<file path="src/rtl/bist_pkg.sv">
package bist_pkg;
  typedef enum logic {ST_IDLE, ST_RUN} bist_state_e;

  // Feedback bit for a shift register with the given tap mask.
  function automatic logic tap_fb(input logic [3:0] st, input logic [3:0] taps);
    return ^(st & taps);
  endfunction
endpackage

</file>
<file path="src/rtl/pattern_lfsr.sv">
module pattern_lfsr #(
  parameter int          W    = 4,
  parameter logic [W-1:0] TAPS = 4'b1100,
  parameter logic [W-1:0] SEED = 4'b1000
) (
  input  logic         clk,
  input  logic         rst_n,
  input  logic         load,
  input  logic         step,
  output logic [W-1:0] state_o
);
  logic [W-1:0] st_q, st_d;
  logic         fb;

  assign fb = ^(st_q & TAPS);

  always_comb begin
    st_d = st_q;
    if (load)      st_d = SEED;
    else if (step) st_d = {st_q[W-2:0], fb};
  end

  always_ff @(posedge clk or negedge rst_n) begin
    if (!rst_n) st_q <= SEED;
    else        st_q <= st_d;
  end

  assign state_o = st_q;

  // a maximal-length generator seeded nonzero never reaches zero
  p_never_zero_r3: assert property (@(posedge clk) disable iff (!rst_n) st_q != '0);
endmodule

</file>
<file path="src/rtl/sig_misr.sv">
module sig_misr #(
  parameter int           W    = 4,
  parameter logic [W-1:0] TAPS = 4'b1100,
  parameter logic [W-1:0] SEED = 4'b0001
) (
  input  logic         clk,
  input  logic         rst_n,
  input  logic         load,
  input  logic         cap,
  input  logic [W-1:0] resp,
  output logic [W-1:0] sig_o
);
  logic [W-1:0] sig_q, sig_d, shifted;

  assign shifted[0] = ^(sig_q & TAPS);
  for (genvar i = 1; i < W; i++) begin : g_stage
    assign shifted[i] = sig_q[i-1];
  end

  always_comb begin
    sig_d = sig_q;
    if (load)     sig_d = SEED;
    else if (cap) sig_d = shifted ^ resp;
  end

  always_ff @(posedge clk or negedge rst_n) begin
    if (!rst_n) sig_q <= SEED;
    else        sig_q <= sig_d;
  end

  assign sig_o = sig_q;

  // the signature only moves on a capture cycle or a seed load
  p_sig_hold_r4: assert property (@(posedge clk) disable iff (!rst_n)
    (!load && !cap) |=> $stable(sig_q));
endmodule

</file>
<file path="src/rtl/bist_seq.sv">
module bist_seq #(
  parameter int LEN_W = 16
) (
  input  logic             clk,
  input  logic             rst_n,
  input  logic             start,
  input  logic [LEN_W-1:0] len,
  output logic             load_o,
  output logic             cap_o,
  output logic             finish_o
);
  import bist_pkg::*;

  bist_state_e      st_q, st_d;
  logic [LEN_W-1:0] cnt_q, cnt_d;

  always_comb begin
    st_d     = st_q;
    cnt_d    = cnt_q;
    load_o   = 1'b0;
    cap_o    = 1'b0;
    finish_o = 1'b0;
    case (st_q)
      ST_IDLE: if (start) begin
        load_o = 1'b1;
        cnt_d  = len;
        st_d   = ST_RUN;
      end
      ST_RUN: if (cnt_q == '0) begin
        finish_o = 1'b1;
        st_d     = ST_IDLE;
      end else begin
        cap_o = 1'b1;
        cnt_d = cnt_q - LEN_W'(1);
      end
      default: st_d = ST_IDLE;
    endcase
  end

  always_ff @(posedge clk or negedge rst_n) begin
    if (!rst_n) begin
      st_q  <= ST_IDLE;
      cnt_q <= '0;
    end else begin
      st_q  <= st_d;
      cnt_q <= cnt_d;
    end
  end

  // a running count keeps falling whatever start does
  p_count_down_r8: assert property (@(posedge clk) disable iff (!rst_n)
    (st_q == ST_RUN && cnt_q != '0) |=> (st_q == ST_RUN && cnt_q == $past(cnt_q) - LEN_W'(1)));
  // capture and finish never coincide with a load
  p_phase_excl_r5: assert property (@(posedge clk) disable iff (!rst_n)
    $onehot0({load_o, cap_o, finish_o}));
endmodule

</file>
<file path="src/rtl/bist_sig_ctrl.sv">
module bist_sig_ctrl #(
  parameter int           W        = 4,
  parameter int           LEN_W    = 16,
  parameter logic [W-1:0] TAPS     = 4'b1100,
  parameter logic [W-1:0] PAT_SEED = 4'b1000,
  parameter logic [W-1:0] SIG_SEED = 4'b0001
) (
  input  logic             clk,
  input  logic             rst_n,
  input  logic             start_i,
  input  logic [LEN_W-1:0] test_len_i,
  input  logic [W-1:0]     golden_i,
  input  logic [W-1:0]     resp_i,
  output logic [W-1:0]     stim_o,
  output logic             done_o,
  output logic             pass_o
);
  logic [1:0]   rst_sync_q;
  logic         rst_s_n;
  logic         load, cap, finish;
  logic [W-1:0] sig;
  logic [W-1:0] gold_q, gold_d;
  logic         done_q, done_d, pass_q, pass_d;

  // asynchronous assertion, synchronous release
  always_ff @(posedge clk or negedge rst_n) begin
    if (!rst_n) rst_sync_q <= 2'b00;
    else        rst_sync_q <= {rst_sync_q[0], 1'b1};
  end
  assign rst_s_n = rst_sync_q[1];

  bist_seq #(.LEN_W(LEN_W)) u_seq (
    .clk(clk), .rst_n(rst_s_n), .start(start_i), .len(test_len_i),
    .load_o(load), .cap_o(cap), .finish_o(finish)
  );

  pattern_lfsr #(.W(W), .TAPS(TAPS), .SEED(PAT_SEED)) u_pat (
    .clk(clk), .rst_n(rst_s_n), .load(load), .step(cap), .state_o(stim_o)
  );

  sig_misr #(.W(W), .TAPS(TAPS), .SEED(SIG_SEED)) u_sig (
    .clk(clk), .rst_n(rst_s_n), .load(load), .cap(cap), .resp(resp_i), .sig_o(sig)
  );

  always_comb begin
    gold_d = load ? golden_i : gold_q;
    done_d = finish;
    pass_d = pass_q;
    if (load)        pass_d = 1'b0;
    else if (finish) pass_d = (sig == gold_q);
  end

  always_ff @(posedge clk or negedge rst_s_n) begin
    if (!rst_s_n) begin
      gold_q <= '0;
      done_q <= 1'b0;
      pass_q <= 1'b0;
    end else begin
      gold_q <= gold_d;
      done_q <= done_d;
      pass_q <= pass_d;
    end
  end

  assign done_o = done_q;
  assign pass_o = pass_q;

  // done is a single-cycle pulse
  p_done_pulse_r5: assert property (@(posedge clk) disable iff (!rst_s_n)
    done_q |=> !done_q);
  // the result moves only at a start or at the end of a test
  p_pass_hold_r7: assert property (@(posedge clk) disable iff (!rst_s_n)
    (!load && !finish) |=> $stable(pass_q));
  // a pass can only appear together with done
  p_pass_on_done_r6: assert property (@(posedge clk) disable iff (!rst_s_n)
    $rose(pass_q) |-> done_q);
endmodule

</file>
<file path="config.mk">
export PLATFORM = sky130hd
export DESIGN_NAME = bist_sig_ctrl
export DESIGN_NICKNAME = d
export VERILOG_FILES = /design/src/rtl/bist_pkg.sv /design/src/rtl/pattern_lfsr.sv /design/src/rtl/sig_misr.sv /design/src/rtl/bist_seq.sv /design/src/rtl/bist_sig_ctrl.sv
export SDC_FILE = /design/constraint.sdc
export NUM_CORES = 1
export LEC_CHECK = 0
export ABC_AREA = 1
export BUFFER_PORTS_ARGS = -buffer_cell sky130_fd_sc_hd__buf_4
export CAP_MARGIN = 20
export CORE_UTILIZATION = 32
export CTS_BUF_LIST = sky130_fd_sc_hd__clkbuf_16
export DETAILED_ROUTE_END_ITERATION = 8
export SYNTH_ARGS = -nofsm -noshare
export SYNTH_HDL_FRONTEND = slang
export SYNTH_HIERARCHICAL = 1
export SYNTH_SLANG_ARGS = --single-unit
</file>
<file path="constraint.sdc">
create_clock -name clk -period 1.11 [get_ports clk]
set_input_delay 0.222 -clock clk [delete_from_list [all_inputs] [get_ports clk]]
set_output_delay 0.222 -clock clk [all_outputs]
set_load 0.1 [all_outputs]
</file>
==> Yosys cells after proc, flatten, opt, wreduce, memory -nomap -nowiden <==
Index checks and enable logic that the tools add are counted.
{ "totals": {"input_bits": 27, "ff_bits": 33, "elab_cells": 36, "output_inout_bits": 6} }
{ "op_classes": {"n_mux": 16, "reduce_logical": 6, "n_eq_ne": 3, "addsub": 1, "bitwise_logic": 2} }
{ "op_table": {"columns": ["op", "count"], "rows": [
  ["16-bit 2-to-1 mux", 2],
  ["16-bit case mux with 2 select lines", 1],
  ["16-bit logical NOT", 1],
  ["4-bit 2-to-1 mux", 4],
  ["16-bit by 1-bit subtractor with 16-bit output (second input constant)", 1],
  ["1-bit 2-to-1 mux", 8],
  ["4-bit XOR reduction", 2],
  ["4-bit equality test", 1],
  ["2-bit inequality test (second input constant)", 2],
  ["2-bit nonzero test", 2],
  ["4-bit XOR", 1],
  ["1-bit case mux with 2 select lines", 1],
  ["2-bit AND reduction", 1],
  ["1-bit NOT", 1]
]} }

==> Longest topological paths before layout <==
{ "depth": {"word_depth": 5, "mapped_depth": 13, "depth_no_buf": 12} }

==> Hierarchy <==
The synthesis kept the hierarchy.
{ "by_module_without_submodules": {"columns": ["mod", "cells_per_inst", "area_each_um2", "seq_area_each_um2", "instances"], "rows": [
  ["bist_seq", 201, 1335.0, 425.4, 1],
  ["bist_sig_ctrl", 43, 346.6, 200.2, 1],
  ["sig_misr", 28, 226.5, 101.3, 1],
  ["pattern_lfsr", 23, 177.7, 101.3, 1]
]} }

==> Least setup slack after synthesis <==
No wires, ideal clock.
{ "synth_path": {"kind": "reg-to-reg", "startpoint": "register u_seq.cnt_q[0]", "endpoint": "register u_sig.sig_q[0], in the netlist u_sig/sig_o[0]", "setup_ns": 0.072, "period_less_slack_ns": 1.757, "path_stages_with_launch": 14, "setup_slack_ns": -0.647, "t_required_ns": 1.038, "t_arrival_ns": 1.684, "n_path_buf": 1, "path_cell_list": "dfrtp_1 > inv_1 > ha_1 > nand2_2 > nor2_4 > nand2_2 > nand2_4 > buf_4 > inv_1 > inv_2 > nand2_2 > or2_0 > nand2_1 > inv_1"} }
{ "synth_between": {"elab_chain_cells": 4} }
{ "synth_rtl": {"columns": ["element", "line_no", "rtl"], "rows": [
  ["start, declared", "bist_seq.sv:15", "logic [LEN_W-1:0] cnt_q, cnt_d;"],
  ["start signal, assigned", "bist_seq.sv:46", "cnt_q <= cnt_d;"],
  ["16-bit logical NOT", "bist_seq.sv:29", "ST_RUN: if (cnt_q == '0) begin"],
  ["1-bit 2-to-1 mux", "bist_seq.sv:29", null],
  ["1-bit 2-to-1 mux", "bist_seq.sv:23", "case (st_q)"],
  ["via cap", "bist_sig_ctrl.sv:20", "logic load, cap, finish;"],
  ["2-bit nonzero test (no line)", null, null],
  ["end signal, assigned", "sig_misr.sv:28", "else sig_q <= sig_d;"],
  ["end, declared", "sig_misr.sv:13", "logic [W-1:0] sig_q, sig_d, shifted;"]
]} }
The timed path passes the listed nets, and every way through them passes these cells.
A chain may end at the register's enable or synchronous reset.

==> Final worst setup path <==
{ "layout_path": {"startpoint": "register u_seq.cnt_q[1]", "endpoint": "register u_sig.sig_q[0], in the netlist u_sig/sig_o[0]"} }
Same word-level chain as after synthesis.

==> flow_metrics.env <==
export IMPL_run_status="finished, violations left"
export IMPL_failed_checks="setup timing"
export IMPL_worstReg2RegEnd="u_sig/sig_o[0]"
export IMPL_floorplan_rows=29
export IMPL_grt_start_max_net_pins=32
export IMPL_tritoncts_buffers=5
export IMPL_wire_per_inst_um=13.00
export IMPL_htree_levels=2
export IMPL_fin_util=0.5464
export IMPL_pnr_total_power_w=0.003794
export IMPL_place_port_buffers=32
export IMPL_worst_r2r_startpoint="u_seq/cnt_q[1]"
export IMPL_fillers=590
export IMPL_dp_cells=439
export IMPL_drc=0
export IMPL_met2WireLength_mm=3.022
export IMPL_initial_antenna_violation_count=0
export IMPL_min_from="golden_i[0]"
export IMPL_synth_area_per_cell_um2=7.070
export IMPL_layout_setup_ws_ns=-0.3851
export IMPL_yosys_warnings=6
export IMPL_clk_transition_reported_paths_ns=0.05
export IMPL_initial_utilization=0.3304
export IMPL_clock_tree_root_cell="sky130_fd_sc_hd__clkbuf_16"
export IMPL_via_count=2179
export IMPL_detail_route_iter0_violations=170
export IMPL_antenna_violating_nets_post_route=0
export IMPL_critPathCaptureType="register"
export IMPL_critPathLaunch="u_seq/cnt_q[1]"
export IMPL_cellPowerDensity_mw_per_mm2=1100
export IMPL_post_drt_via_cell_ratio=4.626
export IMPL_mappedNetlistArea_mm2=0.002086
export IMPL_hold_path_end="gold_q[0]"
export IMPL_tritoncts="yes"
export IMPL_global_route_overflow_total=0
export IMPL_coreArea_mm2=0.006314
export IMPL_timing_hold_worst_path_depth=3
export IMPL_maxSlewViolCount=0
export IMPL_syn2layout_area_growth_pct=65.39
export IMPL_dpl_worst_slack_ns=-0.4475
export IMPL_drt_met1_wl_mm=2.821
export IMPL_synth_yosys_seq_area_share=0.3971
export IMPL_top_layer_used="met4"
export IMPL_fin_worst_skew_ns=0.001321
export IMPL_unrepaired_setup_endpoints_after_global_routing="yes"
export IMPL_worst_endpoint_required_ns=1.33
export IMPL_cp_max_fo=4
export IMPL_nNetsFinal=421
export IMPL_met3RoutedLength_um=202
export IMPL_worstSetupPathType="register to register"
export IMPL_cts_num_sinks=33
export IMPL_setup_violations_final=28
export IMPL_clk_latency_ns=0.28
export IMPL_die_area_mm2=0.006845
export IMPL_worstRegToRegCells=12
export IMPL_timing_hold_worst_class="input pin to register"
export IMPL_synth_ff_latch_count=33
export IMPL_postSynthCellCount=295
export IMPL_wirelength_mm=6.121
export IMPL_die_w_um=82.74
export IMPL_grt_first_pass_wirelength_mm=9.094
export IMPL_grt_pass1_vias=2009
export IMPL_clockBufferDepth=2
export IMPL_timing_hold_violations_final=0
export IMPL_layout_drive_gt1_share=0.4721
export IMPL_p_leak_nw=1.737
export IMPL_dp_final_hpwl_mm=3.803
export IMPL_die_y_um=82.74
export IMPL_synth_net_count=323
export IMPL_gp_congestion=0.8190
export IMPL_start_kind="register"
export IMPL_maxClockFrequency_mhz=668.9
export IMPL_r2r_slack_ns=-0.39
export IMPL_max_cap_violations=0
export IMPL_final_period_minus_worst_setup_slack_ns=1.495
export IMPL_design_portCount=33
export IMPL_timing_final_crit_share=1.347
export IMPL_cp_arrival_ns=1.71
export IMPL_irDropWorstVdd_mv=0.6198
export IMPL_instances_no_fill=471
export IMPL_synth_cell_types=32
export IMPL_detailedRoute_firstPassIterationCount=4
export IMPL_grt_usage=0.1782
export IMPL_antennaDiodeCount=0
[final cells by class]
cell class,count,area (µm²),area share
Multi-Input combinational cell,216,1279,0.3707
Inverter,40,177.7,0.05151
Clock buffer,5,125.1,0.03627
Clock inverter,3,65.06,0.01886
Tap cell,77,96.34,0.02793
Timing Repair inverter,1,8.758,0.002539
Sequential cell,33,835.8,0.2423
Timing Repair Buffer,96,862.1,0.2499
[where the power goes]
| group | total, W | switching [W] | internal (W) |
|---|---|---|---|
| combinational | 0.000535 | 0.000264 | 0.000271 |
| sequential | 0.00144 | 0.000130 | 0.00131 |
| clock | 0.00182 | 0.000538 | 0.00128 |
| total | 0.00379 | 0.000932 | 0.00286 |
[registers in the layout, indices dropped and copies added, names as in the netlist]
register / cells
u_sig/sig_o: 4
gold_q: 4
rst_sync_q: 2
u_pat/state_o: 4
u_seq/st_q: 1
u_seq/cnt_q: 16
pass_o: 1
done_o: 1
[worst max path at each step]
stage | end | slack (ns) | depth (start not counted)
2_1_floorplan | u_sig/sig_o[0] | -0.42 | 13
3_3_place_gp | u_seq/cnt_q[11] | -0.43 | 7
3_5_place_dp | u_seq/cnt_q[11] | -0.45 | 7
4_1_cts | u_sig/sig_o[0] | -0.35 | 12
5_1_grt | u_sig/sig_o[0] | -0.45 | 12
6_report | u_sig/sig_o[0] | -0.39 | 12
[cells in the final DEF, fill, tap and decap left out, types with 7 or more instances in the layout]
cell type	n
sky130_fd_sc_hd__buf_12	9
sky130_fd_sc_hd__nand2_1	86
sky130_fd_sc_hd__nand3_2	7
sky130_fd_sc_hd__nor2_1	12
sky130_fd_sc_hd__nor2_4	9
sky130_fd_sc_hd__nand2_2	11
sky130_fd_sc_hd__o21ai_2	9
sky130_fd_sc_hd__inv_2	7
sky130_fd_sc_hd__nand3_1	26
sky130_fd_sc_hd__nor2_2	10
sky130_fd_sc_hd__dfrtp_1	25
sky130_fd_sc_hd__inv_1	30
sky130_fd_sc_hd__o21ai_0	9
sky130_fd_sc_hd__buf_4	80
[cell families (layout without fill, tap and decap cells)]
group | after synthesis | count (layout) | synth area share
flip-flops | 33 | 33 | 0.3971
other | 1 | 1 | 0.001798
AND/OR/NAND/NOR | 176 | 178 | 0.3875
XOR/XNOR | 4 | 4 | 0.01680
adder cells (fa/ha/maj) | 1 | 1 | 0.005998
AO/OA/AOI/OAI | 32 | 32 | 0.09298
buffers and inverters | 48 | 145 | 0.09777
[layer usage]
layer	vias up	GRT usage
met3	7	0.03077
li1	1115	-
met4	0	0.04655
met5	-	0
met1	1025	0.2373
met2	32	0.2967
[metrics by stage]
step	hold slack, ns	cell area, µm²	setup TNS (ns)
after global routing	0.1707	3450	-10.49
after detailed placement	0.005469	2741	-9.419
after floorplan	-0.07359	2131	-6.209
after global placement	0.005478	2741	-8.905
final	0.1489	3450	-8.765
after CTS	0.1510	3219	-8.302
[worst max-delay path, cell delays in order (launching register included)]
cell and delay (ns):
sky130_fd_sc_hd__dfrtp_1 0.39, sky130_fd_sc_hd__inv_2 0.08, sky130_fd_sc_hd__ha_4 0.15, sky130_fd_sc_hd__nand2_4 0.07, sky130_fd_sc_hd__nor2_4 0.12, sky130_fd_sc_hd__nand2_4 0.08
sky130_fd_sc_hd__nand2_8 0.10, sky130_fd_sc_hd__inv_8 0.05, sky130_fd_sc_hd__inv_8 0.06, sky130_fd_sc_hd__nand2_4 0.05, sky130_fd_sc_hd__or2_0 0.19, sky130_fd_sc_hd__nand2_1 0.06
sky130_fd_sc_hd__inv_1 0.04
[timing repair]
| action | CTS | global route |
|---|---|---|
| setup endpoints to repair | 36 | 37 |
| gates resized for setup | 48 | 32 |
| hold buffers | 1 | 0 |
| pin swaps | 8 | 16 |
| setup buffers | 9 | 11 |
| gates cloned | 2 | 1 |
| hold endpoints to repair | 2 | 0 |
[cell usage after synthesis, drive strengths merged]
| library cell | number | share of area |
|---|---|---|
| nand2 | 104 | 0.21 |
| inv | 40 | 0.072 |
| nand3 | 33 | 0.091 |
| dfrtp | 31 | 0.37 |
| nor2 | 31 | 0.068 |
| o21ai | 22 | 0.064 |
| a21oi | 6 | 0.016 |
| buf | 6 | 0.022 |
| or2 | 6 | 0.018 |
| xnor2 | 3 | 0.013 |
| clkbuf | 2 | 0.0042 |
| dfstp | 2 | 0.025 |
| o21bai | 2 | 0.0072 |
| o22ai | 2 | 0.0060 |
| conb | 1 | 0.0018 |
| ha | 1 | 0.0060 |
| nand4 | 1 | 0.0030 |
| nor3 | 1 | 0.0024 |
| xor2 | 1 | 0.0042 |
Power figures use the tool's default switching activity.
